File: src/rtl/mdio_mgmt_pkg.sv
package mdio_mgmt_pkg;

    localparam int FRAME_BITS = 64;
    localparam logic [5:0] TA_IDX   = 6'd46;
    localparam logic [5:0] DATA_IDX = 6'd48;
    localparam logic [5:0] LAST_IDX = 6'd63;

    // Control-word bit positions
    localparam int OP_BIT   = 13;
    localparam int DONE_BIT = 15;

    typedef struct packed {
        logic       wr;
        logic [4:0] phy;
        logic [4:0] regad;
    } mdio_cmd_t;

    function automatic mdio_cmd_t decode_ctrl(input logic [15:0] w);
        mdio_cmd_t c;
        c.wr    = w[OP_BIT];
        c.phy   = w[12:8];
        c.regad = w[4:0];
        return c;
    endfunction

    function automatic logic [15:0] encode_ctrl(input mdio_cmd_t c, input logic done);
        return {done, 1'b0, c.wr, c.phy, 3'b000, c.regad};
    endfunction

    // Serial image, first bit on the wire in bit 63
    function automatic logic [FRAME_BITS-1:0] build_frame(input mdio_cmd_t c,
                                                           input logic [15:0] d);
        logic [1:0] opc;
        logic [1:0] ta;
        opc = c.wr ? 2'b01 : 2'b10;
        ta  = c.wr ? 2'b10 : 2'b11;
        return {32'hFFFF_FFFF, 2'b01, opc, c.phy, c.regad, ta, (c.wr ? d : 16'hFFFF)};
    endfunction

endpackage

File: src/rtl/mdio_clkgen.sv
module mdio_clkgen #(
    parameter int DIV_HALF = 10
) (
    input  logic clk,
    input  logic rst,
    input  logic run,
    output logic mdc,
    output logic rise_tick,
    output logic fall_tick
);
    localparam int CW = $clog2(DIV_HALF + 1);
    localparam logic [CW-1:0] LAST = CW'(DIV_HALF - 1);

    logic [CW-1:0] cnt;
    logic          half_end;

    always_ff @(posedge clk) begin
        if (rst || !run) begin
            cnt <= '0;
            mdc <= 1'b0;
        end else if (cnt == LAST) begin
            cnt <= '0;
            mdc <= ~mdc;
        end else begin
            cnt <= cnt + 1'b1;
        end
    end

    assign half_end  = run && (cnt == LAST);
    assign rise_tick = half_end && !mdc;
    assign fall_tick = half_end && mdc;

endmodule

File: src/rtl/mdio_frame_seq.sv
module mdio_frame_seq
    import mdio_mgmt_pkg::*;
(
    input  logic        clk,
    input  logic        rst,
    input  logic        start,
    input  mdio_cmd_t   cmd,
    input  logic [15:0] wdata,
    input  logic        rise_tick,
    input  logic        fall_tick,
    input  logic        mdio_i,
    output logic        busy,
    output logic        finish,
    output logic        mdio_o,
    output logic        mdio_oe,
    output logic [15:0] rd_data
);
    logic [FRAME_BITS-1:0] tx_sr;
    logic [15:0]           rx_sr;
    logic [5:0]            bit_idx;
    logic                  op_wr;

    always_ff @(posedge clk) begin
        if (rst) begin
            busy    <= 1'b0;
            tx_sr   <= '1;
            rx_sr   <= '0;
            bit_idx <= '0;
            op_wr   <= 1'b0;
        end else if (!busy) begin
            if (start) begin
                busy    <= 1'b1;
                bit_idx <= '0;
                tx_sr   <= build_frame(cmd, wdata);
                op_wr   <= cmd.wr;
            end
        end else begin
            if (rise_tick && !op_wr && bit_idx >= DATA_IDX)
                rx_sr <= {rx_sr[14:0], mdio_i};
            if (fall_tick) begin
                if (bit_idx == LAST_IDX) begin
                    busy <= 1'b0;
                end else begin
                    bit_idx <= bit_idx + 1'b1;
                    tx_sr   <= {tx_sr[FRAME_BITS-2:0], 1'b1};
                end
            end
        end
    end

    assign finish  = busy && fall_tick && (bit_idx == LAST_IDX);
    assign mdio_o  = tx_sr[FRAME_BITS-1];
    assign mdio_oe = busy && (op_wr || bit_idx < TA_IDX);
    assign rd_data = rx_sr;

endmodule

File: src/rtl/mdio_mgmt_engine.sv
module mdio_mgmt_engine
    import mdio_mgmt_pkg::*;
#(
    parameter int DIV_HALF = 10
) (
    input  logic        clk,
    input  logic        rst,
    input  logic        reg_wr_en,
    input  logic        reg_wr_sel,
    input  logic [15:0] reg_wr_data,
    output logic [15:0] mgmt_ctrl_rd,
    output logic [15:0] mgmt_data_rd,
    output logic        mdc,
    output logic        mdio_o,
    output logic        mdio_oe,
    input  logic        mdio_i
);
    mdio_cmd_t   cmd_q;
    logic [15:0] data_q;
    logic        busy, finish, rise_tick, fall_tick, start;
    logic [15:0] rd_data;

    assign start = reg_wr_en && !reg_wr_sel && !busy;

    always_ff @(posedge clk) begin
        if (rst) begin
            cmd_q  <= '0;
            data_q <= '0;
        end else if (!busy) begin
            if (reg_wr_en && !reg_wr_sel)
                cmd_q <= decode_ctrl(reg_wr_data);
            if (reg_wr_en && reg_wr_sel)
                data_q <= reg_wr_data;
        end else if (finish && !cmd_q.wr) begin
            data_q <= rd_data;
        end
    end

    mdio_clkgen #(.DIV_HALF(DIV_HALF)) u_clkgen (
        .clk       (clk),
        .rst       (rst),
        .run       (busy),
        .mdc       (mdc),
        .rise_tick (rise_tick),
        .fall_tick (fall_tick)
    );

    mdio_frame_seq u_seq (
        .clk       (clk),
        .rst       (rst),
        .start     (start),
        .cmd       (decode_ctrl(reg_wr_data)),
        .wdata     (data_q),
        .rise_tick (rise_tick),
        .fall_tick (fall_tick),
        .mdio_i    (mdio_i),
        .busy      (busy),
        .finish    (finish),
        .mdio_o    (mdio_o),
        .mdio_oe   (mdio_oe),
        .rd_data   (rd_data)
    );

    assign mgmt_ctrl_rd = encode_ctrl(cmd_q, ~busy);
    assign mgmt_data_rd = data_q;

endmodule

File: config.mk
export PLATFORM = sky130hd
export DESIGN_NAME = mdio_mgmt_engine
export DESIGN_NICKNAME = d
export VERILOG_FILES = /design/src/rtl/mdio_mgmt_pkg.sv /design/src/rtl/mdio_clkgen.sv /design/src/rtl/mdio_frame_seq.sv /design/src/rtl/mdio_mgmt_engine.sv
export SDC_FILE = /design/constraint.sdc
export NUM_CORES = 1
export LEC_CHECK = 0
export BUFFER_PORTS_ARGS = -buffer_cell sky130_fd_sc_hd__buf_4
export CORE_MARGIN = 2
export CORE_UTILIZATION = 58
export DETAILED_ROUTE_END_ITERATION = 10
export PLACE_DENSITY = 0.85
export SYNTH_ARGS = -nofsm -noshare
export SYNTH_HDL_FRONTEND = slang
export SYNTH_SLANG_ARGS = --single-unit
File: constraint.sdc
create_clock -name clk -period 2.09 [get_ports clk]
set_clock_uncertainty 0.1 [all_clocks]
set_input_delay 0.209 -clock clk [delete_from_list [all_inputs] [get_ports clk]]
set_output_delay 0.209 -clock clk [all_outputs]
set_load 0.01 [all_outputs]
== Word-level counts from Yosys, hierarchy flattened ==
Cells that the tools add are included.
Widths: inputs -> output; s select.
Word-level totals
  register bits after elaboration: 120
Cells by class
  eq/ne operators: 5
  reductions and logical operators: 27
  mux-type cells: 18
  add/sub/neg operators: 2
  magnitude comparators: 2
  bitwise logic cells: 2
Operators by type and width (number)
  $mux 64: 4
  $mux 16: 4
  $mux 6: 4
  $logic_and 1x1->1: 12
  $reduce_and 2->1: 4
  $add 6x1->6 const B: 1
  $eq 6x6->1 const B: 1
  $ge 6x6->1 const B: 1
  $lt 6x6->1 const B: 1
  $logic_not 1->1: 5
  $mux 1: 5
  $add 4x1->4 const B: 1
  $eq 4x4->1 const B: 1
  $ne 2x2->1 const B: 2
  $reduce_bool 2->1: 2
  $reduce_and 3->1: 1
  $logic_or 1x1->1: 2
  $mux 2: 1
  $ne 2x1->1 const B: 1
  $not 1->1: 2
  $reduce_or 2->1: 1

== Logic depth before layout (Yosys ltp) ==
  depth in word-level cells: 8
  mapped depth: 8
  depth with buffers taken out: 6

== By module ==
From an unflattened synthesis, not the netlist that was laid out.
Unflattened totals
  cell total of the unflattened synthesis: 522
  area, all modules: 5176.2 um2
Modules (own cells, without submodules)
  mdio_frame_seq: sequential area each 1761.7 um2, area each 3678.5 um2, instances 1, cells an instance 383
  mdio_mgmt_engine: sequential area each 540.5 um2, area each 1265.0 um2, instances 1, cells an instance 117
  mdio_clkgen: sequential area each 100.1 um2, area each 232.7 um2, instances 1, cells an instance 22

== Least setup slack after synthesis ==
OpenSTA, ideal clock, no wires.
  kind: flip-flop to flip-flop
  start point: register u_clkgen.cnt[0]
  end point: register u_seq.tx_sr[56]
  buffers on the path: 2
  arrival: 1610 ps
  required time: 1858 ps
  clock period less this slack: 1843 ps
  setup slack: 247 ps
  cell stages (with the launch flop): 8
  path through: dfxtp_1 > ha_1 > nand4b_4 > a211o_1 > buf_2 > buf_2 > nor4_1 > a21oi_1
On the way
  word-level cells in the longest chain between the ends: 5
RTL lines
  start, declared: line mdio_clkgen.sv:14  | logic [CW-1:0] cnt;
  start signal, assigned: line mdio_clkgen.sv:25  | cnt <= cnt + 1'b1;
  $eq 4x4->1: line mdio_clkgen.sv:29  | assign half_end = run && (cnt == LAST);
  $logic_and 1x1->1: line mdio_clkgen.sv:29
  $logic_and 1x1->1: line mdio_clkgen.sv:31  | assign fall_tick = half_end && mdc;
  $ne 2x1->1 (no line)
  $reduce_and 3->1 (no line)
  end signal, assigned: line mdio_frame_seq.sv:34  | tx_sr <= build_frame(cmd, wdata);
  end signal, assigned: line mdio_frame_seq.sv:45  | tx_sr <= {tx_sr[FRAME_BITS-2:0], 1'b1};
  end, declared: line mdio_frame_seq.sv:18  | logic [FRAME_BITS-1:0] tx_sr;
No other way between the ends.
A chain may end at the register's enable or synchronous reset.

== Worst setup path after layout ==
  start point: register u_clkgen.cnt[0]
  end point: register u_seq.tx_sr[48]
The elaborated chain is that of the path after synthesis.

==> impl_metrics.toml <==
[die]
die_w_um = 97.73
core_um2 = 8636
row_count = 34
pin_count = 56
dieArea_um2 = 9550
die_h_um = 97.73
initial_core_util_pct = 59.00

[sta]
max_freq_mhz = 485.1
hold_violations = 0
fin_hold_ws_ps = 73.74
setup_ws_ps = 28.61
slew_headroom_pct = 59.56
fin_crit_sh_pct = 98.63
maxSlewViolCount = 0
fin_crit_ps = 2061
finalSetupViolCount = 0
worst_slew_pin_slew_ps = 591.3

[route]
viasPerCell = 6.239
ant_nets = 0
drt_iter0_markers = 428
dr.pass1.iters = 5
vias = 4754
wirelength_um = 14100
routedWlPerCell_um = 18.51
drcViolationCount = 0

[clocking]
clk-insertion-delay-late_ps = 520
cts_tree = "done"
clkTransAtPathRegs_ps = 60
clock_sinks = 119
ctsRootBufferMaster = "clkbuf_8"
cts_buffers = 17
clock_tree.buffer_depth = 2
cts.htree.levels = 4

[worst_setup_path]
slowest_delay_ps = 400
worstPathMaxFanout = 35
critical_path.startpoint_type = "flop"
worst-setup-path-type = "reg2reg"
path_cells = "ha_2 > nand4b_4 > a211o_4 > buf_12 > nor4_1 > a21oi_1"
slowest_stage = "a211o_4"
end_kind = "flop"
worstPathRequired_ps = 2370
worstPathArrival_ps = 2340

[power]
power_uw = 5783
switching_share_pct = 25.55
p_sw_uw = 1477
clockPowerShare_pct = 48.8
p_per_area_nw_per_um2 = 903.9
intPower_uw = 4305
leakagePower_uw = 0.002420
peakVddDrop_v = 0.0006475
p_seq_share_pct = 41.4
p_comb_share_pct = 9.8

[synthesis]
yosysTopAreaCell = "dfxtp_1"
synth_area_per_cell_um2 = 8.577
yosys.area.top_type_share_pct = 46.76
synth-seq-cells = 119
synth_flop_cell = "dfxtp_1"
syn_area_um2 = 5095
yosys_warnings = 0
synth_cells = 594
synth_cell_type_count = 41
yosysSeqAreaShare_pct = 46.76
async_flop_share_pct = 0
synth_edf_count = 0
synth_area_leaders = "dfxtp_1 (47%), a21oi_1 (10%), nor4_1 (7.5%), nor2_1 (5.5%), mux2i_1 (4.7%)"

[global_route]
grt_max_degree = 71
grt_pass1_wl_um = 22470
grt_overflow = 0
grtUsageTotal_pct = 29.31
antenna_found_initial = 0
grt_pass1_vias = 4590

[placed_design]
gp_congestion = 0.8545
place_area_um2 = 5562
dpl.hpwl_um = 7409
dp_slack_ps = 106.6
io_buffer_count = 51

[final_layout]
antenna_cells = 0
finalNetCount = 665
drive_above_1_share_pct = 19.27
post-route-cell-area_um2 = 6397
syn2layout_area_growth_pct = 25.56

[min_path]
min_path_type = "in2reg"

[job]
drv_cap = 0

[status]
status = "finished clean"
[sequential cells by signal (all words and copies together), names as in the netlist]
register,cells
u_seq.tx_sr,64
mgmt_data_rd,16
u_seq.rd_data,16
mgmt_ctrl_rd,11
u_seq.bit_idx,6
u_clkgen.cnt,4
u_clkgen.mdc,1
u_seq.busy,1
[per-layer routing]
metal	part of all wire [%]	up-vias	global-route usage, %
li1	-	2216	-
met1	39	2269	34.83
met2	51	227	49.18
met3	6.7	42	8.058
met4	3.4	0	14.10
met5	0	-	0
[cells in the mapped netlist (2+ instances only)]
library cell  number
dfxtp_1          119
a21oi_1          102
nor2_1            75
nor4_1            61
nand2_1           35
clkbuf_1          34
a211oi_1          31
mux2i_1           24
inv_1             19
buf_2             16
a211oi_2          11
nor2b_1           10
buf_4              6
nand2b_1           4
nand3_1            4
nor3_1             4
a211o_1            3
buf_6              3
ha_1               3
nand3b_1           3
xnor2_1            3
and3_1             2
o21ai_0            2
o31ai_1            2
or3_1              2
[layout by cell type (no fill, tap or decap), types with 2 or more instances in the layout]
master / Yosys / routed
nand2b_1: 4 / 4
ha_1: 3 / 2
nor4_2: 0 / 5
nor3_1: 4 / 4
and3_1: 2 / 2
inv_1: 19 / 19
dfxtp_1: 119 / 118
nor2_1: 75 / 75
clkbuf_16: 0 / 17
mux2i_1: 24 / 23
a211oi_1: 31 / 31
conb_1: 1 / 4
nand3_1: 4 / 4
clkbuf_8: 0 / 2
buf_12: 0 / 8
a211oi_2: 11 / 10
inv_6: 0 / 2
a21oi_1: 102 / 102
nor4_1: 61 / 56
dlygate4sd3_1: 0 / 17
nand2_1: 35 / 35
buf_6: 3 / 2
bufinv_16: 0 / 2
a211o_1: 3 / 2
nor2b_1: 10 / 10
clkinv_4: 0 / 3
xnor2_1: 3 / 3
nand3b_1: 3 / 3
o21ai_0: 2 / 2
buf_4: 6 / 57
o31ai_1: 2 / 2
clkinv_2: 0 / 2
clkinvlp_4: 0 / 5
or3_1: 2 / 2
[worst paths after layout]
path | start | end | slack, ps | depth (start not counted)
worst max-delay path | u_clkgen.cnt[0] | u_seq.tx_sr[48] | 30 | 6
worst min-delay path | rst | u_seq.rd_data[15] | 70 | 2
worst max register to register | u_clkgen.cnt[0] | u_seq.tx_sr[48] | 30 | 6
worst min register to register | mgmt_ctrl_rd[4] | mgmt_ctrl_rd[4] | 360 | 2
[what timing repair did]
action / in CTS / in global routing
gates resized for setup: 0 / 10
hold endpoints to repair: 17 / 0
hold buffers: 17 / 0
buffers inserted: 0 / 1
setup endpoints to repair: 0 / 38
[stage by stage]
step                      std cells  utilization, %  setup TNS, ps
after floorplan                 597               -              0
after global placement          711           64.40              0
after detailed placement        711           64.40              0
after CTS                       760           73.08              0
after global routing            762           74.08         -25.97
final                           762           74.08              0
[final cells by class]
cell class                      count  area (µm²)
Timing Repair Buffer               85       805.8
Clock buffer                       18       427.9
Sequential cell                   119        2384
Inverter                           20       75.07
Fill cell                         538        2238
Tap cell                          108       135.1
Clock inverter                     14       151.4
Multi-Input combinational cell    398        2419
[worst max-delay path: cells and delay by family, from the launching register on]
kind	cells	cell delay, ps
AO/OA/AOI/OAI	2	490
adder cells (fa/ha/maj)	1	250
buffers and inverters	1	180
flip-flops	1	390
AND/OR/NAND/NOR	2	500
[power groups by stage]
stage	clock [µW]	sequential, µW	combinational [µW]
after floorplan	0	2440	320
after CTS	2810	2390	533
after global routing	2950	2400	609
final	2820	2390	569
after detailed placement	0	2440	499
after global placement	0	2440	484
[kinds of logic after synthesis]
kind of cell / Yosys count / synth area share, %
and+or+nand+nor: 207 / 20.41
adders and majority gates: 3 / 0.7368
xor gates and xnor gates: 3 / 0.5158
DFF: 119 / 46.76
buffers and inverters: 80 / 7.171
other: 1 / 0.07360
muxes: 24 / 4.715
AOI/OAI and AO/OA: 157 / 19.62
Note: power is estimated with default switching activity, not from simulation.
